===== config.mk =====
export PLATFORM = sky130hd
export DESIGN_NAME = audio_frame_clkgen
export DESIGN_NICKNAME = d
export VERILOG_FILES = /design/src/rtl/audclk_pkg.sv /design/src/rtl/audclk_cfg_check.sv /design/src/rtl/audclk_bit_timer.sv /design/src/rtl/audclk_frame_seq.sv /design/src/rtl/audio_frame_clkgen.sv
export SDC_FILE = /design/constraint.sdc
export NUM_CORES = 1
export LEC_CHECK = 0
export ABC_AREA = 1
export BUFFER_PORTS_ARGS = -buffer_cell sky130_fd_sc_hd__buf_4
export CELL_PAD_IN_SITES_DETAIL_PLACEMENT = 0
export CELL_PAD_IN_SITES_GLOBAL_PLACEMENT = 1
export CORE_MARGIN = 8
export CORE_UTILIZATION = 44
export CTS_BUF_LIST = sky130_fd_sc_hd__clkbuf_8
export CTS_CLUSTER_DIAMETER = 150
export DETAILED_ROUTE_END_ITERATION = 8
export HOLD_SLACK_MARGIN = 0.03
export PLACE_DENSITY = 0.84
export SLEW_MARGIN = 25
export SYNTH_ARGS = -nofsm -noshare
export SYNTH_HDL_FRONTEND = slang
export SYNTH_SLANG_ARGS = --single-unit
export TNS_END_PERCENT = 10

===== constraint.sdc =====
create_clock -name clk -period 7 [get_ports clk]
set_input_delay 1.05 -clock clk [delete_from_list [all_inputs] [get_ports clk]]
set_output_delay 1.05 -clock clk [all_outputs]
set_load 0.005 [all_outputs]

===== src/rtl/audclk_pkg.sv =====
package audclk_pkg;

    typedef enum logic [1:0] {
        FMT_I2S   = 2'd0,
        FMT_LEFT  = 2'd1,
        FMT_RIGHT = 2'd2,
        FMT_RSVD  = 2'd3
    } fmt_e;

    typedef enum logic [1:0] {
        WL_16 = 2'd0,
        WL_20 = 2'd1,
        WL_24 = 2'd2,
        WL_32 = 2'd3
    } wlen_e;

    localparam int unsigned FIXED_FRAME_BITS = 256;
    localparam int unsigned NB_W = $clog2(FIXED_FRAME_BITS) + 1;
    localparam int unsigned BC_W = NB_W - 1;

    typedef struct packed {
        logic [NB_W-1:0] nbits;
        logic            left_lvl;
        logic            play_fast;
    } frame_cfg_t;

    localparam frame_cfg_t CFG_RESET = '{
        nbits:     NB_W'(FIXED_FRAME_BITS),
        left_lvl:  1'b0,
        play_fast: 1'b1
    };

    function automatic logic [NB_W-1:0] frame_bits(input logic fixed, input wlen_e wl);
        logic [NB_W-1:0] word;
        unique case (wl)
            WL_16:   word = NB_W'(16);
            WL_20:   word = NB_W'(20);
            WL_24:   word = NB_W'(24);
            default: word = NB_W'(32);
        endcase
        return fixed ? NB_W'(FIXED_FRAME_BITS) : (word << 1);
    endfunction

    function automatic logic left_level(input fmt_e f);
        return (f == FMT_LEFT) || (f == FMT_RIGHT);
    endfunction

endpackage


===== src/rtl/audclk_cfg_check.sv =====
module audclk_cfg_check
    import audclk_pkg::*;
#(
    parameter int unsigned DIV_W = 4
) (
    input  logic             fixed_mode,
    input  logic             base_48k,
    input  logic [1:0]       fmt,
    input  logic [1:0]       wl_sel,
    input  logic [DIV_W-1:0] play_div,
    input  logic [DIV_W-1:0] cap_div,
    output frame_cfg_t       cfg,
    output logic [DIV_W-1:0] ratio_k,
    output logic             illegal
);

    logic [DIV_W-1:0] p_eff;
    logic [DIV_W-1:0] c_eff;
    logic [DIV_W-1:0] fast_r;
    logic [DIV_W-1:0] slow_r;
    logic [DIV_W-1:0] rem;
    logic             play_fast;
    logic             bad_combo;

    always_comb begin
        p_eff     = (play_div == '0) ? DIV_W'(1) : play_div;
        c_eff     = (cap_div == '0) ? DIV_W'(1) : cap_div;
        play_fast = (p_eff <= c_eff);
        fast_r    = play_fast ? p_eff : c_eff;
        slow_r    = play_fast ? c_eff : p_eff;
        ratio_k   = slow_r / fast_r;
        rem       = slow_r % fast_r;
        bad_combo = fixed_mode && base_48k && (fmt_e'(fmt) == FMT_LEFT);
        illegal   = bad_combo || (rem != '0);
        cfg.nbits     = frame_bits(fixed_mode, wlen_e'(wl_sel));
        cfg.left_lvl  = left_level(fmt_e'(fmt));
        cfg.play_fast = play_fast;
    end

endmodule


===== src/rtl/audclk_bit_timer.sv =====
module audclk_bit_timer #(
    parameter int unsigned HALF_DIV = 2
) (
    input  logic clk,
    input  logic rst,
    input  logic run_en,
    output logic bclk,
    output logic bit_start,
    output logic bit_last
);

    localparam int unsigned HC_W = (HALF_DIV > 1) ? $clog2(HALF_DIV) : 1;
    localparam logic [HC_W-1:0] HC_LAST = HC_W'(HALF_DIV - 1);

    logic [HC_W-1:0] hcnt;
    logic            half;

    always_ff @(posedge clk) begin
        if (rst || !run_en) begin
            hcnt <= '0;
            half <= 1'b0;
        end else if (hcnt == HC_LAST) begin
            hcnt <= '0;
            half <= ~half;
        end else begin
            hcnt <= hcnt + 1'b1;
        end
    end

    assign bclk      = run_en && half;
    assign bit_start = run_en && !half && (hcnt == '0);
    assign bit_last  = run_en && half && (hcnt == HC_LAST);

    AST_BIT_FOLLOWS: assert property (@(posedge clk) disable iff (rst)
        (bit_last && run_en) |=> (bit_start || !run_en));

endmodule


===== src/rtl/audclk_frame_seq.sv =====
module audclk_frame_seq
    import audclk_pkg::*;
#(
    parameter int unsigned DIV_W = 4
) (
    input  logic             clk,
    input  logic             rst,
    input  logic             run_en,
    input  logic             bit_start,
    input  logic             bit_last,
    input  frame_cfg_t       cfg,
    input  logic [DIV_W-1:0] ratio_k,
    output logic             fast_ws,
    output logic             slow_ws,
    output logic             fast_fs,
    output logic             slow_fs
);

    logic [BC_W-1:0]  bcnt;
    logic [DIV_W-1:0] frm;
    logic [BC_W-1:0]  last_bit;
    logic [BC_W-1:0]  half_bits;
    logic [DIV_W-1:0] last_frm;
    logic             fast_left;
    logic             slow_left;

    always_comb begin
        last_bit  = BC_W'(cfg.nbits - 1'b1);
        half_bits = BC_W'(cfg.nbits >> 1);
        last_frm  = ratio_k - DIV_W'(1);
        fast_left = (bcnt < half_bits);
        slow_left = (ratio_k == DIV_W'(1)) ? fast_left : (frm < (ratio_k >> 1));
    end

    always_ff @(posedge clk) begin
        if (rst || !run_en) begin
            bcnt <= '0;
            frm  <= '0;
        end else if (bit_last) begin
            if (bcnt == last_bit) begin
                bcnt <= '0;
                frm  <= (frm == last_frm) ? '0 : frm + 1'b1;
            end else begin
                bcnt <= bcnt + 1'b1;
            end
        end
    end

    assign fast_ws = run_en && (fast_left ? cfg.left_lvl : !cfg.left_lvl);
    assign slow_ws = run_en && (slow_left ? cfg.left_lvl : !cfg.left_lvl);
    assign fast_fs = bit_start && (bcnt == '0);
    assign slow_fs = fast_fs && (frm == '0);

    AST_BIT_IN_FRAME: assert property (@(posedge clk) disable iff (rst)
        run_en |-> (bcnt <= last_bit));
    AST_FRAME_IN_PERIOD: assert property (@(posedge clk) disable iff (rst)
        run_en |-> (frm < ratio_k));

endmodule


===== src/rtl/audio_frame_clkgen.sv =====
module audio_frame_clkgen
    import audclk_pkg::*;
#(
    parameter int unsigned HALF_DIV = 2,
    parameter int unsigned DIV_W    = 4
) (
    input  logic             clk,
    input  logic             rst,
    input  logic             run,
    input  logic             fixed_mode,
    input  logic             base_48k,
    input  logic [1:0]       fmt,
    input  logic [1:0]       wl_sel,
    input  logic [DIV_W-1:0] play_div,
    input  logic [DIV_W-1:0] cap_div,
    output logic             bclk,
    output logic             bclk_fall,
    output logic             lrck,
    output logic             adws,
    output logic             play_fs,
    output logic             cap_fs,
    output logic             busy,
    output logic             cfg_err
);

    frame_cfg_t       cfg_req;
    frame_cfg_t       cfg_q;
    logic [DIV_W-1:0] k_req;
    logic [DIV_W-1:0] k_q;
    logic             illegal;
    logic             bit_last;
    logic             fast_ws;
    logic             slow_ws;
    logic             fast_fs;
    logic             slow_fs;

    audclk_cfg_check #(.DIV_W(DIV_W)) u_check (
        .fixed_mode (fixed_mode),
        .base_48k   (base_48k),
        .fmt        (fmt),
        .wl_sel     (wl_sel),
        .play_div   (play_div),
        .cap_div    (cap_div),
        .cfg        (cfg_req),
        .ratio_k    (k_req),
        .illegal    (illegal)
    );

    always_ff @(posedge clk) begin
        if (rst) begin
            busy    <= 1'b0;
            cfg_err <= 1'b0;
            cfg_q   <= CFG_RESET;
            k_q     <= DIV_W'(1);
        end else if (!run) begin
            busy    <= 1'b0;
            cfg_err <= 1'b0;
        end else if (!busy && !cfg_err) begin
            if (illegal) begin
                cfg_err <= 1'b1;
            end else begin
                busy  <= 1'b1;
                cfg_q <= cfg_req;
                k_q   <= k_req;
            end
        end
    end

    audclk_bit_timer #(.HALF_DIV(HALF_DIV)) u_timer (
        .clk       (clk),
        .rst       (rst),
        .run_en    (busy),
        .bclk      (bclk),
        .bit_start (bclk_fall),
        .bit_last  (bit_last)
    );

    audclk_frame_seq #(.DIV_W(DIV_W)) u_seq (
        .clk       (clk),
        .rst       (rst),
        .run_en    (busy),
        .bit_start (bclk_fall),
        .bit_last  (bit_last),
        .cfg       (cfg_q),
        .ratio_k   (k_q),
        .fast_ws   (fast_ws),
        .slow_ws   (slow_ws),
        .fast_fs   (fast_fs),
        .slow_fs   (slow_fs)
    );

    assign lrck    = cfg_q.play_fast ? fast_ws : slow_ws;
    assign adws    = cfg_q.play_fast ? slow_ws : fast_ws;
    assign play_fs = cfg_q.play_fast ? fast_fs : slow_fs;
    assign cap_fs  = cfg_q.play_fast ? slow_fs : fast_fs;

    AST_IDLE_QUIET: assert property (@(posedge clk) disable iff (rst)
        !busy |-> (!bclk && !bclk_fall && !lrck && !adws && !play_fs && !cap_fs));
    AST_ERR_NO_RUN: assert property (@(posedge clk) disable iff (rst)
        cfg_err |-> !busy);
    AST_FS_ON_BIT: assert property (@(posedge clk) disable iff (rst)
        (play_fs || cap_fs) |-> bclk_fall);
    AST_WS_ON_BIT: assert property (@(posedge clk) disable iff (rst)
        (busy && $past(busy) && (lrck != $past(lrck))) |-> bclk_fall);
    AST_SLOW_ON_FRAME: assert property (@(posedge clk) disable iff (rst)
        (busy && $past(busy) && (k_q > DIV_W'(1)) && (slow_ws != $past(slow_ws))) |-> fast_fs);
    AST_STOP: assert property (@(posedge clk) disable iff (rst)
        !run |=> !busy);

endmodule


## Yosys cells after proc, flatten, opt, wreduce, memory -nomap -nowiden

Index checks and enable logic that the tools add are counted.
W data, S select, Z words.

- Output and inout port bits: 8
- Bits of input ports: 17
- Register bits after elaboration: 31

- Add/subtract/negate cells: 5
- Divide/modulo/power cells: 2
- Equality and inequality tests: 7
- Reductions and logical operators: 30
- Bitwise gates (word level): 4
- $lt $le $gt $ge: 3
- Multiplexer cells: 15

Operators with widths:

| kind | count |
|---|---|
| $mux W4 | 5 |
| $pmux W6 S3 | 1 |
| $logic_not A4 Y1 | 3 |
| $logic_and A1 B1 Y1 | 11 |
| $mux W9 | 1 |
| $add A8 B1 Y8 const B | 1 |
| $eq A8 B8 Y1 | 1 |
| $logic_not A8 Y1 | 1 |
| $lt A8 B8 Y1 | 1 |
| $mux W8 | 1 |
| $sub A8 B1 Y8 const B | 1 |
| $mux W1 | 7 |
| $reduce_and A2 Y1 | 3 |
| $add A4 B1 Y4 const B | 1 |
| $div A4 B4 Y4 | 1 |
| $eq A2 B1 Y1 const B | 2 |
| $eq A2 B2 Y1 const B | 2 |
| $eq A4 B1 Y1 const B | 1 |
| $eq A4 B4 Y1 | 1 |
| $le A4 B4 Y1 | 1 |
| $logic_not A1 Y1 | 4 |
| $lt A4 B3 Y1 | 1 |
| $mod A4 B4 Y4 | 1 |
| $not A1 Y1 | 4 |
| other kinds (7) | 10 |

## Depth between registers and ports, before layout

- Depth in word-level cells: 9
- Gate-level depth with buffers: 49
- Gate-level depth less buffers: 48

## Hierarchy

Synthesis repeated with hierarchy kept, for this count alone.

- Cells, all modules: 527
- Area total of the unflattened synthesis: 3,358.2 um^2

By module, submodules not included:

| module | area an instance (um^2) | cells each | times used |
|---|---|---|---|
| audclk_frame_seq | 1,473.9 | 233 | 1 |
| audclk_cfg_check | 996.0 | 164 | 1 |
| audio_frame_clkgen | 793.3 | 114 | 1 |
| audclk_bit_timer | 95.1 | 16 | 1 |

## Worst setup path after synthesis

Ideal clock, no wire load.

- Path kind: in2reg
- Start point: input port cap_div[2]
- End point: register k_q[3]
- Required time: 6.936 ns
- Stages on the path: 43
- Data arrival time: 6.133 ns
- Setup slack: 0.803 ns
- Path buffers: 1
- Cells stage by stage: inv_2 > nand2_1 > o21bai_1 > ha_1 > nand3_2 > nand2_4 > buf_6 > nand2_1 > o21a_1 > inv_1 > ha_1 > nand3_1 > nor2_2 > a21oi_2 > ha_1 > nand2_4 > nand2_4 > nand2_2 > [... 7 more ...] > nand3_1 > nand2_1 > inv_1 > ha_1 > nand2_1 > nand3b_1 > a21oi_2 > or2_2 > o2111ai_1 > a21oi_1 > nand2_1 > inv_1 > nand2_4 > inv_4 > nand3_4 > nor2_8 > nor2_2 > nor2_1

- Longest elaborated chain between the ends: 9
- Elaborated cells between the ends (all ways): 11

Ends and longest elaborated chain:

| what | line | RTL |
|---|---|---|
| start: declaration | audio_frame_clkgen.sv:15 | `input logic [DIV_W-1:0] cap_div,` |
| $logic_not A4 Y1 | audclk_cfg_check.sv:27 | `c_eff = (cap_div == '0) ? DIV_W'(1) : cap_div;` |
| $mux W4 (*) | audclk_cfg_check.sv:27 |  |
| $le A4 B4 Y1 | audclk_cfg_check.sv:28 | `play_fast = (p_eff <= c_eff);` |
| $mux W4, on equally long branches | audclk_cfg_check.sv:30, audclk_cfg_check.sv:29 |  |
| $mod A4 B4 Y4 | audclk_cfg_check.sv:32 | `rem = slow_r % fast_r;` |
| $reduce_bool A4 Y1 | audclk_cfg_check.sv:34 | `illegal = bad_combo \|\| (rem != '0);` |
| $logic_or A1 B1 Y1 | audclk_cfg_check.sv:34 |  |
| $not A1 Y1 (no line) | -- |  |
| $reduce_and A3 Y1 (no line) | -- |  |
| end signal: assignment | audio_frame_clkgen.sv:64 | `k_q <= k_req;` |
| end: declaration | audio_frame_clkgen.sv:29 | `logic [DIV_W-1:0] k_q;` |

Every way passes the cells marked *; elsewhere a longest branch is shown, timed or not.
A chain may end at the register's enable or synchronous reset.

## Worst setup path after layout

- Start point: input port play_div[2]
- End point: register k_q[1]

- Longest elaborated chain between the ends: 9
- Elaborated cells between the ends (all ways): 11

Ends and longest elaborated chain:

| what | line | RTL |
|---|---|---|
| start: declaration | audio_frame_clkgen.sv:14 | `input logic [DIV_W-1:0] play_div,` |
| $logic_not A4 Y1 | audclk_cfg_check.sv:26 | `p_eff = (play_div == '0) ? DIV_W'(1) : play_div;` |
| $mux W4 (*) | audclk_cfg_check.sv:26 |  |
| $le A4 B4 Y1 | audclk_cfg_check.sv:28 |  |
| $mux W4, on equally long branches | audclk_cfg_check.sv:30, audclk_cfg_check.sv:29 |  |
| $mod A4 B4 Y4 | audclk_cfg_check.sv:32 |  |
| $reduce_bool A4 Y1 | audclk_cfg_check.sv:34 |  |
| $logic_or A1 B1 Y1 | audclk_cfg_check.sv:34 |  |
| $not A1 Y1 (no line) | -- |  |
| $reduce_and A3 Y1 (no line) | -- |  |

Marks and branches as above.

==> results_tabular.tex <==
\begin{tabular}{lr}
\hline
Metric & Value \\
\hline
\multicolumn{2}{l}{\textbf{Run status}} \\
\quad Run status & finished clean \\
\multicolumn{2}{l}{\textbf{Setup path}} \\
\quad Reg2Reg Launch Point & cfg\_q[5]\$\_SDFFE\_PP0P\_ \\
\quad Kind of cell with the highest combined delay on the critical path & simple AND/OR/NAND/NOR gates \\
\quad Setup CP Type & in -> reg \\
\quad Count of buffer and inverter cells on the critical path & 6 \\
\quad Crit path DAT & 6.58 ns \\
\quad Slowest cell delay on critical path & 0.36 ns \\
\quad Length in cells of the worst reg-to-reg path & 11 \\
\quad Most used cell, CP & sky130\_fd\_sc\_hd\_\_nand2\_1 \\
\quad Cell type of the slowest stage on the worst timing path & sky130\_fd\_sc\_hd\_\_ha\_1 \\
\quad Category of the worst setup path launch point & input pin \\
\quad Element type at the critical path end & register \\
\quad Register-to-register setup slack & 4.73 ns \\
\quad Worst path required time & 7.22 ns \\
\quad CP Max Fanout & 9 \\
\quad Critical register-to-register path endpoint & u\_seq.frm[0]\$\_SDFFE\_PP0P\_ \\
\multicolumn{2}{l}{\textbf{STA}} \\
\quad Final Setup Violations & 0 \\
\quad Worst slew margin & 44.6\% \\
\quad Hold Vio Cnt, Final & 0 \\
\quad Portion of the clock cycle consumed by the worst path in the final layout & 90.8\% \\
\quad Sum of negative setup slack & 0 ns \\
\quad Post-Route Hold Slack & 0.484 ns \\
\quad Number of max-slew violations in the final report & 0 \\
\quad Clock tree skew after final layout & 0.00765 ns \\
\quad Maximum frequency from static timing analysis & 157 MHz \\
\quad Setup repair after global routing missed its margin & no \\
\quad Measured slew at the worst slew-check pin & 0.827 ns \\
\quad Post-layout minimum cycle time & 6.36 ns \\
\multicolumn{2}{l}{\textbf{Placed design}} \\
\quad Detailed placement HPWL & 4.96 mm \\
\quad Count of input and output buffers & 24 \\
\quad Cell total after placement & 471 \\
\quad Gpl congestion & 0.855 \\
\multicolumn{2}{l}{\textbf{Final layout}} \\
\quad Most frequent cells in the layout & sky130\_fd\_sc\_hd\_\_nand2\_1 (67), sky130\_fd\_sc\_hd\_\_inv\_1 (57), sky130\_fd\_sc\_hd\_\_nor2\_1 (32) \\
\quad Layout area overhead & 12.7\% \\
\quad Post-layout instance count excluding filler cells & 480 \\
\quad Net total in the final layout & 451 \\
\quad Proportion of layout cells with a drive suffix above 1 & 19.5\% \\
\quad Number of diodes added for antenna fixing & 0 \\
\quad Most frequent standard cell in the layout excluding fill and tap cells & sky130\_fd\_sc\_hd\_\_nand2\_1 \\
\multicolumn{2}{l}{\textbf{Yosys}} \\
\quad Basic-gate share of the synthesized area counting and, or, nand and nor cells & 38.4\% \\
\quad Sequential-to-total area share from yosys stat & 20.7\% \\
\quad Syn Nets & 425 \\
\quad Total of flip-flops plus latches after synthesis & 27 \\
\quad Compound-Gate Fraction of Synth Area & 11.3\% \\
\quad FFs w/ async S/R, synth & 0\% \\
\quad Mean instance size in the synthesized netlist & 6.87 um\^{}2 \\
\quad Area share of fa/ha/maj cells after synthesis & 13.7\% \\
\quad Post-synthesis xor/xnor area fraction & 5.04\% \\
\quad Synth Instances & 380 \\
\quad Prevailing post-synth register cell & sky130\_fd\_sc\_hd\_\_dfxtp\_1 \\
\quad Number of unique standard cell types used by synthesis & 45 \\
\quad Post-synthesis mux area share & 0\% \\
\quad Synthesized area & 2610 um\^{}2 \\
\quad Main combinational cell family by area after synthesis & simple AND/OR/NAND/NOR gates \\
\quad EDFF count, synth & 0 \\
\quad Synth warn & 0 \\
\multicolumn{2}{l}{\textbf{Floorplan}} \\
\quad Die Y & 93 um \\
\quad I/O pins & 25 \\
\quad Die boundary width & 93 um \\
\quad Die area & 8650 um\^{}2 \\
\quad Core Area & 5820 um\^{}2 \\
\quad Number of placement rows & 28 \\
\quad Starting utilization of the core area & 44.9\% \\
\multicolumn{2}{l}{\textbf{Global route}} \\
\quad Total global-route track usage & 14.2\% \\
\quad Total gr overflow & 0 \\
\quad Maximum number of pins on one net before global-route repair & 16 \\
\quad Vias in the first global route & 2,292 \\
\quad Antenna violations before repair & 0 \\
\quad Global-route wire length before repair & 10.3 mm \\
\multicolumn{2}{l}{\textbf{Pwr}} \\
\quad Areal power density over the cells & 254 nW/um\^{}2 \\
\quad Worst-case vdd ir drop & 0.155 mV \\
\quad Total leakage power & 0.00144 uW \\
\multicolumn{2}{l}{\textbf{Clocking}} \\
\quad Clock sink count & 27 \\
\quad Clock tree from TritonCTS & yes \\
\quad Clock transition at the registers of the reported paths & 0.09 ns \\
\quad Clock Latency Late Sink & 0.28 ns \\
\quad TritonCTS buffer count & 3 \\
\quad Maximum buffer depth of the clock tree & 2 \\
\quad \# H-tree levels & 1 \\
\quad Master cell of the clock root buffer & sky130\_fd\_sc\_hd\_\_clkbuf\_8 \\
\multicolumn{2}{l}{\textbf{Worst hold path}} \\
\quad Hold-critical path depth & 1 \\
\quad Endpoint with the worst hold slack & u\_timer.hcnt\$\_SDFF\_PP0\_ \\
\quad Min-Delay Path Class & reg -> reg \\
\quad Hold Crit Start & u\_timer.hcnt\$\_SDFF\_PP0\_ \\
\multicolumn{2}{l}{\textbf{Drt}} \\
\quad Total routed wirelength & 5.90 mm \\
\quad Sum of met2 wire segment lengths after detailed routing & 2.90 mm \\
\quad Via-per-instance ratio & 4.99 \\
\quad Wire length on met1 & 2.79 mm \\
\quad Highest routing layer actually used & met4 \\
\quad Number of nets with antenna violations after detailed routing & 0 \\
\quad Number of optimization iterations in the first detailed-route pass & 4 \\
\quad Via Count & 2,394 \\
\quad Wire length on met3 & 145 um \\
\quad Post-route DRC & 0 \\
\quad Routed wire per std cell & 12.3 um \\
\quad Number of design-rule violations left by the first detailed-router iteration & 95 \\
\multicolumn{2}{l}{\textbf{Flow run}} \\
\quad Max Cap Violations & 0 \\
\hline
\end{tabular}
## worst reg2reg max path, delay by kind of cell (launching register included)
kind,cells,cell delay (ns)
DFF,1,0.38
AOI/OAI and AO/OA,2,0.44
adders and majority gates,1,0.33
and+or+nand+nor,4,0.49
buffers and inverters,4,0.49
## Yosys cell counts (5+ instances only)
library cell | n | share of area, %
sky130_fd_sc_hd__inv_2 | 7 | 1.0
sky130_fd_sc_hd__nand2_2 | 11 | 2.6
sky130_fd_sc_hd__ha_1 | 27 | 13
sky130_fd_sc_hd__clkbuf_1 | 5 | 0.72
sky130_fd_sc_hd__a21oi_1 | 17 | 3.3
sky130_fd_sc_hd__nand4_1 | 12 | 2.9
sky130_fd_sc_hd__xnor2_1 | 6 | 2.0
sky130_fd_sc_hd__xor2_1 | 9 | 3.0
sky130_fd_sc_hd__inv_1 | 57 | 8.2
sky130_fd_sc_hd__dfxtp_1 | 27 | 21
sky130_fd_sc_hd__nor3_1 | 8 | 1.5
sky130_fd_sc_hd__nand2_4 | 6 | 2.6
sky130_fd_sc_hd__nor2_1 | 32 | 4.6
sky130_fd_sc_hd__o21ai_0 | 10 | 1.9
sky130_fd_sc_hd__nor2_2 | 8 | 1.9
sky130_fd_sc_hd__nand3_1 | 26 | 5.0
sky130_fd_sc_hd__nand2_1 | 67 | 9.6
## cells by family (layout without fill, tap and decap cells)
kind of cell | after synthesis | after routing
compound gates | 47 | 47
xor+xnor | 15 | 15
fa+ha+maj | 28 | 28
buf+inv | 73 | 98
flops | 27 | 27
simple gates | 190 | 190
## registers in the layout, indices dropped and copies added (netlist names)
| name | count |
|---|---|
| cfg_q | 7 |
| u_timer.half | 1 |
| u_seq.frm | 4 |
| u_seq.bcnt | 8 |
| cfg_err | 1 |
| k_q | 4 |
| busy | 1 |
| u_timer.hcnt | 1 |
## per-stage QoR
stage	setup slack (ns)	power [uW]	area, um^2	util [%]
2_1_floorplan	0.803	560	2610	-
3_3_place_gp	0.245	636	2850	48.9
3_5_place_dp	0.136	641	2850	48.9
4_1_cts	0.425	733	2890	49.7
5_1_grt	0.00405	821	2940	50.6
6_report	0.641	746	2940	50.6
## routing by layer
layer | vias to the layer above | global-route usage, %
met4 | 0 | 3.62
met3 | 5 | 1.28
met1 | 1066 | 16.9
met5 | - | 0
li1 | 1292 | -
met2 | 31 | 26.3
## final cells by class
type	instances	area [um^2]
Clock buffer	3	41.3
Sequential cell	27	541
Tap cell	75	93.8
Timing Repair Buffer	29	218
Fill cell	619	2880
Inverter	65	246
Clock inverter	1	5.00
Multi-Input combinational cell	280	1800
## worst max path at each step
| stage | start | to | slack (ns) | cells past startpoint |
|---|---|---|---|---|
| 2_1_floorplan | cap_div[2] | k_q[3]$_SDFFE_PP0P_ | 0.80 | 43 |
| 3_3_place_gp | cap_div[2] | cfg_q[1]$_SDFFE_PP0P_ | 0.24 | 46 |
| 3_5_place_dp | cap_div[2] | cfg_q[8]$_SDFFE_PP0P_ | 0.14 | 47 |
| 4_1_cts | cap_div[2] | cfg_q[8]$_SDFFE_PP0P_ | 0.43 | 47 |
| 5_1_grt | play_div[3] | k_q[1]$_SDFFE_PP0P_ | 0.004 | 42 |
| 6_report | play_div[2] | k_q[1]$_SDFFE_PP0P_ | 0.64 | 42 |
## power breakdown
part / switching [uW] / internal, uW / leakage [uW]
Sequential: 17.4 / 170 / 0.000218
Combinational: 284 / 184 / 0.00120
Clock: 50.8 / 40.0 / 0.0000255
## timing repair
item                       4_1_cts  5_1_grt
resized for setup                0        2
buffers inserted                 0        5
hold buffers                     0        0
setup endpoints to repair        0       13
(Power assumes the default switching activity.)
